--- src/rtl/nextpc_pkg.sv ---
package nextpc_pkg;

  typedef enum logic [2:0] {
    FLOW_SEQ    = 3'd0,
    FLOW_BRANCH = 3'd1,
    FLOW_JUMP   = 3'd2,
    FLOW_CALL   = 3'd3,
    FLOW_REGJMP = 3'd4
  } flowSel_e;

  // Strobes from the control to the datapath; at most one is high.
  typedef struct packed {
    logic takeBranch;
    logic takeRegion;
    logic takeReg;
  } pcStrobes_t;

endpackage

--- src/rtl/nextpc_ctrl.sv ---
module nextpc_ctrl
  import nextpc_pkg::*;
(
  input  logic [2:0] flowSel,
  input  logic       condTaken,
  output pcStrobes_t strobes
);

  flowSel_e flowCode;

  always_comb begin
    flowCode = flowSel_e'(flowSel);
    strobes  = '0;
    unique case (flowCode)
      FLOW_BRANCH: strobes.takeBranch = condTaken;
      FLOW_JUMP,
      FLOW_CALL:   strobes.takeRegion = 1'b1;
      FLOW_REGJMP: strobes.takeReg    = 1'b1;
      default:     strobes            = '0;
    endcase
  end

endmodule

--- src/rtl/nextpc_dp.sv ---
module nextpc_dp
  import nextpc_pkg::*;
#(
  parameter int ADDR_W = 32,
  parameter int IMM_W  = 16,
  parameter int TGT_W  = 26
) (
  input  logic [ADDR_W-1:0] pcQ,
  input  pcStrobes_t        strobes,
  input  logic [IMM_W-1:0]  imm16,
  input  logic [TGT_W-1:0]  tgt26,
  input  logic [ADDR_W-1:0] regVal,
  output logic [ADDR_W-1:0] pcNext,
  output logic [ADDR_W-1:0] linkAddr
);

  localparam int WORD_SHIFT = 2;
  localparam int SEXT_W     = ADDR_W - IMM_W - WORD_SHIFT;
  localparam int REGION_W   = ADDR_W - TGT_W - WORD_SHIFT;
  localparam logic [ADDR_W-1:0] WORD_BYTES = ADDR_W'(4);

  logic [ADDR_W-1:0] pcPlus4;
  logic [ADDR_W-1:0] branchOffset;
  logic [ADDR_W-1:0] branchTarget;
  logic [ADDR_W-1:0] regionTarget;
  logic [ADDR_W-1:0] regTarget;

  always_comb begin
    pcPlus4      = pcQ + WORD_BYTES;
    branchOffset = {{SEXT_W{imm16[IMM_W-1]}}, imm16, {WORD_SHIFT{1'b0}}};
    branchTarget = pcPlus4 + branchOffset;
    regionTarget = {pcPlus4[ADDR_W-1 -: REGION_W], tgt26, {WORD_SHIFT{1'b0}}};
    regTarget    = {regVal[ADDR_W-1:WORD_SHIFT], {WORD_SHIFT{1'b0}}};
  end

  always_comb begin
    if (strobes.takeBranch)      pcNext = branchTarget;
    else if (strobes.takeRegion) pcNext = regionTarget;
    else if (strobes.takeReg)    pcNext = regTarget;
    else                         pcNext = pcPlus4;
  end

  assign linkAddr = pcPlus4;

endmodule

--- src/rtl/nextpc_gen.sv ---
module nextpc_gen
  import nextpc_pkg::*;
#(
  parameter int ADDR_W = 32,
  parameter int IMM_W  = 16,
  parameter int TGT_W  = 26,
  parameter logic [ADDR_W-1:0] RESET_PC = '0
) (
  input  logic              clk,
  input  logic              rst,
  input  logic [2:0]        flowSel,
  input  logic              condTaken,
  input  logic [IMM_W-1:0]  imm16,
  input  logic [TGT_W-1:0]  tgt26,
  input  logic [ADDR_W-1:0] regVal,
  output logic [ADDR_W-1:0] pcQ,
  output logic [ADDR_W-1:0] pcNext,
  output logic [ADDR_W-1:0] linkAddr
);

  pcStrobes_t strobes;

  nextpc_ctrl ctrl_i (
    .flowSel   (flowSel),
    .condTaken (condTaken),
    .strobes   (strobes)
  );

  nextpc_dp #(
    .ADDR_W (ADDR_W),
    .IMM_W  (IMM_W),
    .TGT_W  (TGT_W)
  ) dp_i (
    .pcQ      (pcQ),
    .strobes  (strobes),
    .imm16    (imm16),
    .tgt26    (tgt26),
    .regVal   (regVal),
    .pcNext   (pcNext),
    .linkAddr (linkAddr)
  );

  always_ff @(posedge clk) begin
    if (rst) pcQ <= RESET_PC;
    else     pcQ <= pcNext;
  end

endmodule

--- config.mk ---
export PLATFORM = sky130hd
export DESIGN_NAME = nextpc_gen
export DESIGN_NICKNAME = d
export VERILOG_FILES = /design/src/rtl/nextpc_pkg.sv /design/src/rtl/nextpc_ctrl.sv /design/src/rtl/nextpc_dp.sv /design/src/rtl/nextpc_gen.sv
export SDC_FILE = /design/constraint.sdc
export NUM_CORES = 1
export LEC_CHECK = 0
export BUFFER_PORTS_ARGS = -buffer_cell sky130_fd_sc_hd__buf_4
export CAP_MARGIN = 25
export CORE_MARGIN = 5
export CORE_UTILIZATION = 40
export DETAILED_ROUTE_END_ITERATION = 7
export PLACE_DENSITY = 0.69
export SYNTH_ARGS = -nofsm -noshare
export SYNTH_HDL_FRONTEND = slang
export SYNTH_SLANG_ARGS = --single-unit
--- constraint.sdc ---
create_clock -name clk -period 5.9 [get_ports clk]
set_input_delay 1.18 -clock clk [delete_from_list [all_inputs] [get_ports clk]]
set_output_delay 1.18 -clock clk [all_outputs]
set_load 0.02 [all_outputs]
# After elaboration in Yosys (flattened, before gate mapping)
# Cells that the tools add are included.
totals:
  reg_bits: 32
  in_bits: 80
  output_inout_bits: 96
classes:
  add_sub_neg: 2
  n_eq_ne: 4
  muxes: 6
  reduce_logical: 1
op_table:
  columns: ["operator", "count"]
  rows:
  - ["$mux W32", 3]
  - ["$add A32 B3 Y32 const B", 1]
  - ["$add A32 B32 Y32", 1]
  - ["$eq A3 B2 Y1 const B", 2]
  - ["$eq A3 B1 Y1 const B", 1]
  - ["$eq A3 B3 Y1 const B", 1]
  - ["$mux W1", 3]
  - ["$reduce_or A2 Y1", 1]

# Logic depth before layout (Yosys ltp)
depth:
  depth_word: 5
  mapped_depth: 17
  ltp_nobuf: 16

# Hierarchy
# A second synthesis with hierarchy kept.
hier_totals:
  hier_cells: 545
  hier_area_um2: 4078.9
modules_own_cells:
  columns: ["module", "instances", "cells_each", "area_per_inst_um2", "seq_area_each_um2"]
  rows:
  - ["nextpc_dp", 1, 475, 3186.8, 0.0]
  - ["nextpc_gen", 1, 67, 863.3, 640.6]
  - ["nextpc_ctrl", 1, 3, 28.8, 0.0]

# Least setup slack after synthesis
# No wires, ideal clock.
synth_timing:
  path_type: "register -> output"
  from: "register pcQ[11]"
  to: "output port pcNext[31]"
  t_arrival_ns: 4.003
  required_time_ns: 4.720
  setup_slack_ns: 0.717
  path_stages_with_launch: 13
  n_path_buf: 0
  cell_sequence: "dfxtp_1 -> and4_4 -> nand3_4 -> or4_4 -> xnor2_1 -> ha_1 -> a21o_1 -> a211o_1 -> a211o_1 -> a21oi_4 -> a211oi_1 -> o311a_2 -> nor3_1"
synth_between:
  elab_cells_between_ends: 5
synth_rtl:
  columns: ["element", "line", "source"]
  rows:
  - ["start, declared", "nextpc_gen.sv:16", "output logic [ADDR_W-1:0] pcQ,"]
  - ["start signal, assigned", "nextpc_gen.sv:45", "else pcQ <= pcNext;"]
  - ["$add A32 B3 Y32", "nextpc_dp.sv:29", "pcPlus4 = pcQ + WORD_BYTES;"]
  - ["named net linkAddr[23]", "nextpc_gen.sv:18", "output logic [ADDR_W-1:0] linkAddr"]
  - ["$add A32 B32 Y32", "nextpc_dp.sv:31", "branchTarget = pcPlus4 + branchOffset;"]
  - ["$mux W32", "nextpc_dp.sv:37", "if (strobes.takeBranch) pcNext = branchTarget;"]
  - ["end, declared", "nextpc_gen.sv:17", "output logic [ADDR_W-1:0] pcNext,"]
# The timed path passes the listed nets, and every way through them passes these cells.

# Final worst setup path
layout_timing:
  from: "register pcQ[2]"
  to: "output port pcNext[31]"
layout_between:
  elab_chain_cells: 4
  elab_cells_between_ends: 5
layout_lines:
  columns: ["element", "line"]
  rows:
  - ["$add A32 B3 Y32 *", "nextpc_dp.sv:29"]
  - ["branches (longest 2 deep; another with $add A32 B32 Y32)", null]
  - ["$mux W32 *", "nextpc_dp.sv:37"]
# Every way passes the cells marked *.

==> flow_summary.ini <==
[setup_path]
critical_path_arrival_ps = 4430
crit_required_ps = 4720
worstSetupPathType = flip-flop to primary output
cp-start-kind = flip-flop
endpoint_kind = primary output
cp_max_fo = 9
ff2ff_path_depth = 13

[detailed_routing]
drcViolationCount = 0
wirelength_um = 17300
wl_per_cell_um = 19.6
firstDrtPassIters = 5
dr_total_vias = 5199
drt_iter0_drc = 553
viasPerCell = 5.92
ant_nets = 0

[synthesis]
synth-seq-cells = 32
synth_edf_count = 0
synth.avg_cell_area_sq_um = 7.30
synthCells = 578
yosysWarningCount = 0
synth_seq_area_share_pct = 15.2
synthFlopType = dfxtp_1
async_flop_share_pct = 0
synth_area_sq_um = 4220
syn_nets = 695
ys_types = 75

[clocking]
postCtsSetupBuffers = 0
clockBufferDepth = 2
cts-htree-levels = 2
numCtsBuffers = 5
clock_sink_count = 32
clkLatencyLatePin_ps = 290
cts_hold_buf = 0
clkSlewWorstSetupHoldPaths_ps = 70
cts_tree = yes
cts_root_buffer = clkbuf_8

[sta]
skew_ps = 10.4
fin_setup_tns_ps = 0
worst_pin_slew_ps = 1000
drv_slew = 0
finalCritPeriodShare_pct = 95.1
finalCriticalPeriod_ps = 5610
clock.fmax_ghz = 0.178
rsz0062_at_grt = no
final-setup-viol-count = 0
holdWs_ps = 637
fin_ws_ps = 289
slew_headroom_pct = 33.0
hold_viol = 0

[cells_and_area]
layout-drive-gt1-share_pct = 29.0
antenna_cells = 0
syn_to_final_growth_pct = 36.1
largest_reg_flops = 32
stdcell_count = 878
design_area_sq_um = 5740
nets = 859
regMostFlops = pcQ
reg_top3 = pcQ x32

[placed_design]
placed_cell_area_sq_um = 5630
dp.final_hpwl_um = 14000
io_buffer_count = 173
place_ws_ps = 523
dp.cells = 871
gp_congestion = 0.993

[grt]
grt_max_degree = 33
antenna_found_initial = 0
grt_pass1_wl_um = 26200
track_usage_pct = 25.5
grt.overflow.total = 0
grt_pass1_vias = 4874

[floorplanning]
initial_utilization_pct = 40.9
io_pins = 176
rows = 37
dieArea_sq_um = 12700
die_w_um = 113
die_h_um = 113
coreArea_sq_um = 10300

[power]
ir_drop_mv = 0.0941
p_comb_share_pct = 59.0
switching_share_pct = 44.5
seq_power_share_pct = 23.9
intPower_uw = 602
p_leak_nw = 2.66
p_sw_uw = 483
p_clk_share_pct = 17.1
power_density_nw_per_um2 = 189

[hold_path]
holdPathStages = 2
min_path_type = flip-flop to flip-flop

[job]
cap_violations = 0

[status]
status = completed
[metrics by stage]
stage                     util, %  total power, mW
after global placement       54.6            0.885
after floorplan                 -            0.641
after detailed placement     54.6            0.890
after CTS                    55.5             1.07
after global routing         55.6             1.14
final                        55.6             1.08
[cells in the mapped netlist, types with 3 or more instances]
master | number | area share [%]
and3_1 | 6 | 0.89
nand2_1 | 43 | 3.8
inv_1 | 14 | 1.2
nor2b_1 | 20 | 3.0
nor4_1 | 5 | 0.74
xnor2_1 | 35 | 7.3
a221oi_1 | 3 | 0.62
o21a_1 | 3 | 0.53
dfxtp_1 | 32 | 15
a31oi_1 | 6 | 0.89
o21bai_1 | 4 | 0.71
nand4_1 | 20 | 3.0
a21o_1 | 16 | 2.8
o21ai_0 | 34 | 4.0
ha_1 | 36 | 11
and4_1 | 3 | 0.62
buf_4 | 5 | 0.89
clkbuf_8 | 3 | 0.98
xor2_1 | 16 | 3.3
a21oi_1 | 53 | 6.3
mux2i_1 | 4 | 0.95
a22oi_1 | 3 | 0.53
nand2b_1 | 4 | 0.59
o31a_1 | 4 | 0.83
nor2_1 | 79 | 7.0
a211o_1 | 4 | 0.83
nand3_1 | 10 | 1.2
o31ai_1 | 3 | 0.53
a211oi_1 | 18 | 3.2
nor3_1 | 18 | 2.1
clkbuf_1 | 18 | 1.6
[critical path, cell delays in order (launching register included)]
cell and delay, ps:
dfxtp_1 450, ha_1 270, nand4_1 170, nor2_1 180
nand2_1 70, nor4_1 250, xnor2_1 220, inv_1 150
ha_1 420, a21o_1 240, a211o_1 310, a211o_1 300
a21oi_4 160, a211oi_1 140, o311a_2 430, nor3_1 210
buf_4 180
[cells by family after synthesis]
| family | share of synthesized area (%) |
|---|---|
| buf+inv | 5.45 |
| mux | 0.949 |
| flops | 15.2 |
| compound gates | 28.7 |
| fa+ha+maj | 11.1 |
| simple gates | 27.6 |
| xor+xnor | 11.0 |
[per-layer routing]
layer  global-route usage (%)  vias to the layer above  share of wire [%]
met1                     36.4                     2463                 44
li1                         -                     2462                  -
met5                        0                        -                  0
met3                     3.21                       24                9.1
met2                     41.2                      250                 46
met4                     5.45                        0                1.5
[power by group through the flow]
stage                     Sequential (mW)  Combinational (mW)  Clock, mW
after global routing                0.261               0.684      0.194
after detailed placement            0.263               0.628          0
after global placement              0.261               0.623          0
after CTS                           0.258               0.630      0.187
after floorplan                     0.280               0.361          0
final                               0.259               0.640      0.185
[final timing paths]
check	startpoint	to	slack (ps)
setup / recovery	pcQ[2]	pcNext[31]	290
hold / removal	pcQ[1]	pcQ[1]	640
setup reg to reg	pcQ[2]	pcQ[30]	1720
hold reg to reg	pcQ[1]	pcQ[1]	640
[cell type report]
cell class	count	area, sq um
Fill cell	1026	4580
Multi-Input combinational cell	502	3380
Timing Repair Buffer	187	1400
Sequential cell	32	641
Tap cell	136	170
Clock buffer	7	96.3
Inverter	14	52.6
[cells in the final DEF (no fill, tap or decap), drive strengths merged, types with 3 or more instances in the layout]
| cell type | Yosys | final |
|---|---|---|
| a211oi | 18 | 18 |
| nand2 | 43 | 43 |
| nand2b | 4 | 4 |
| o31a | 4 | 4 |
| o31ai | 3 | 3 |
| and3 | 6 | 6 |
| nor2b | 20 | 20 |
| xnor2 | 35 | 35 |
| nand3 | 12 | 12 |
| a31oi | 6 | 6 |
| inv | 14 | 14 |
| o21a | 3 | 3 |
| o21bai | 4 | 4 |
| a22oi | 3 | 3 |
| a221oi | 3 | 3 |
| mux2i | 4 | 4 |
| and2 | 4 | 4 |
| nor2 | 79 | 79 |
| o21ai | 34 | 34 |
| xor2 | 17 | 17 |
| nor3 | 19 | 19 |
| a211o | 4 | 4 |
| nand4 | 20 | 20 |
| and4 | 4 | 4 |
| nor4 | 6 | 6 |
| buf | 9 | 187 |
| dfxtp | 32 | 32 |
| clkbuf | 21 | 7 |
| a21o | 16 | 16 |
| ha | 36 | 36 |
| a21oi | 54 | 54 |
| o311a | 3 | 3 |
[timing repair]
item | in CTS | in global routing
endpoints found under the setup margin | 0 | 1
resized for setup | 0 | 2
hold endpoints to repair | 0 | 0
Note: power is estimated with default switching activity, not from simulation.
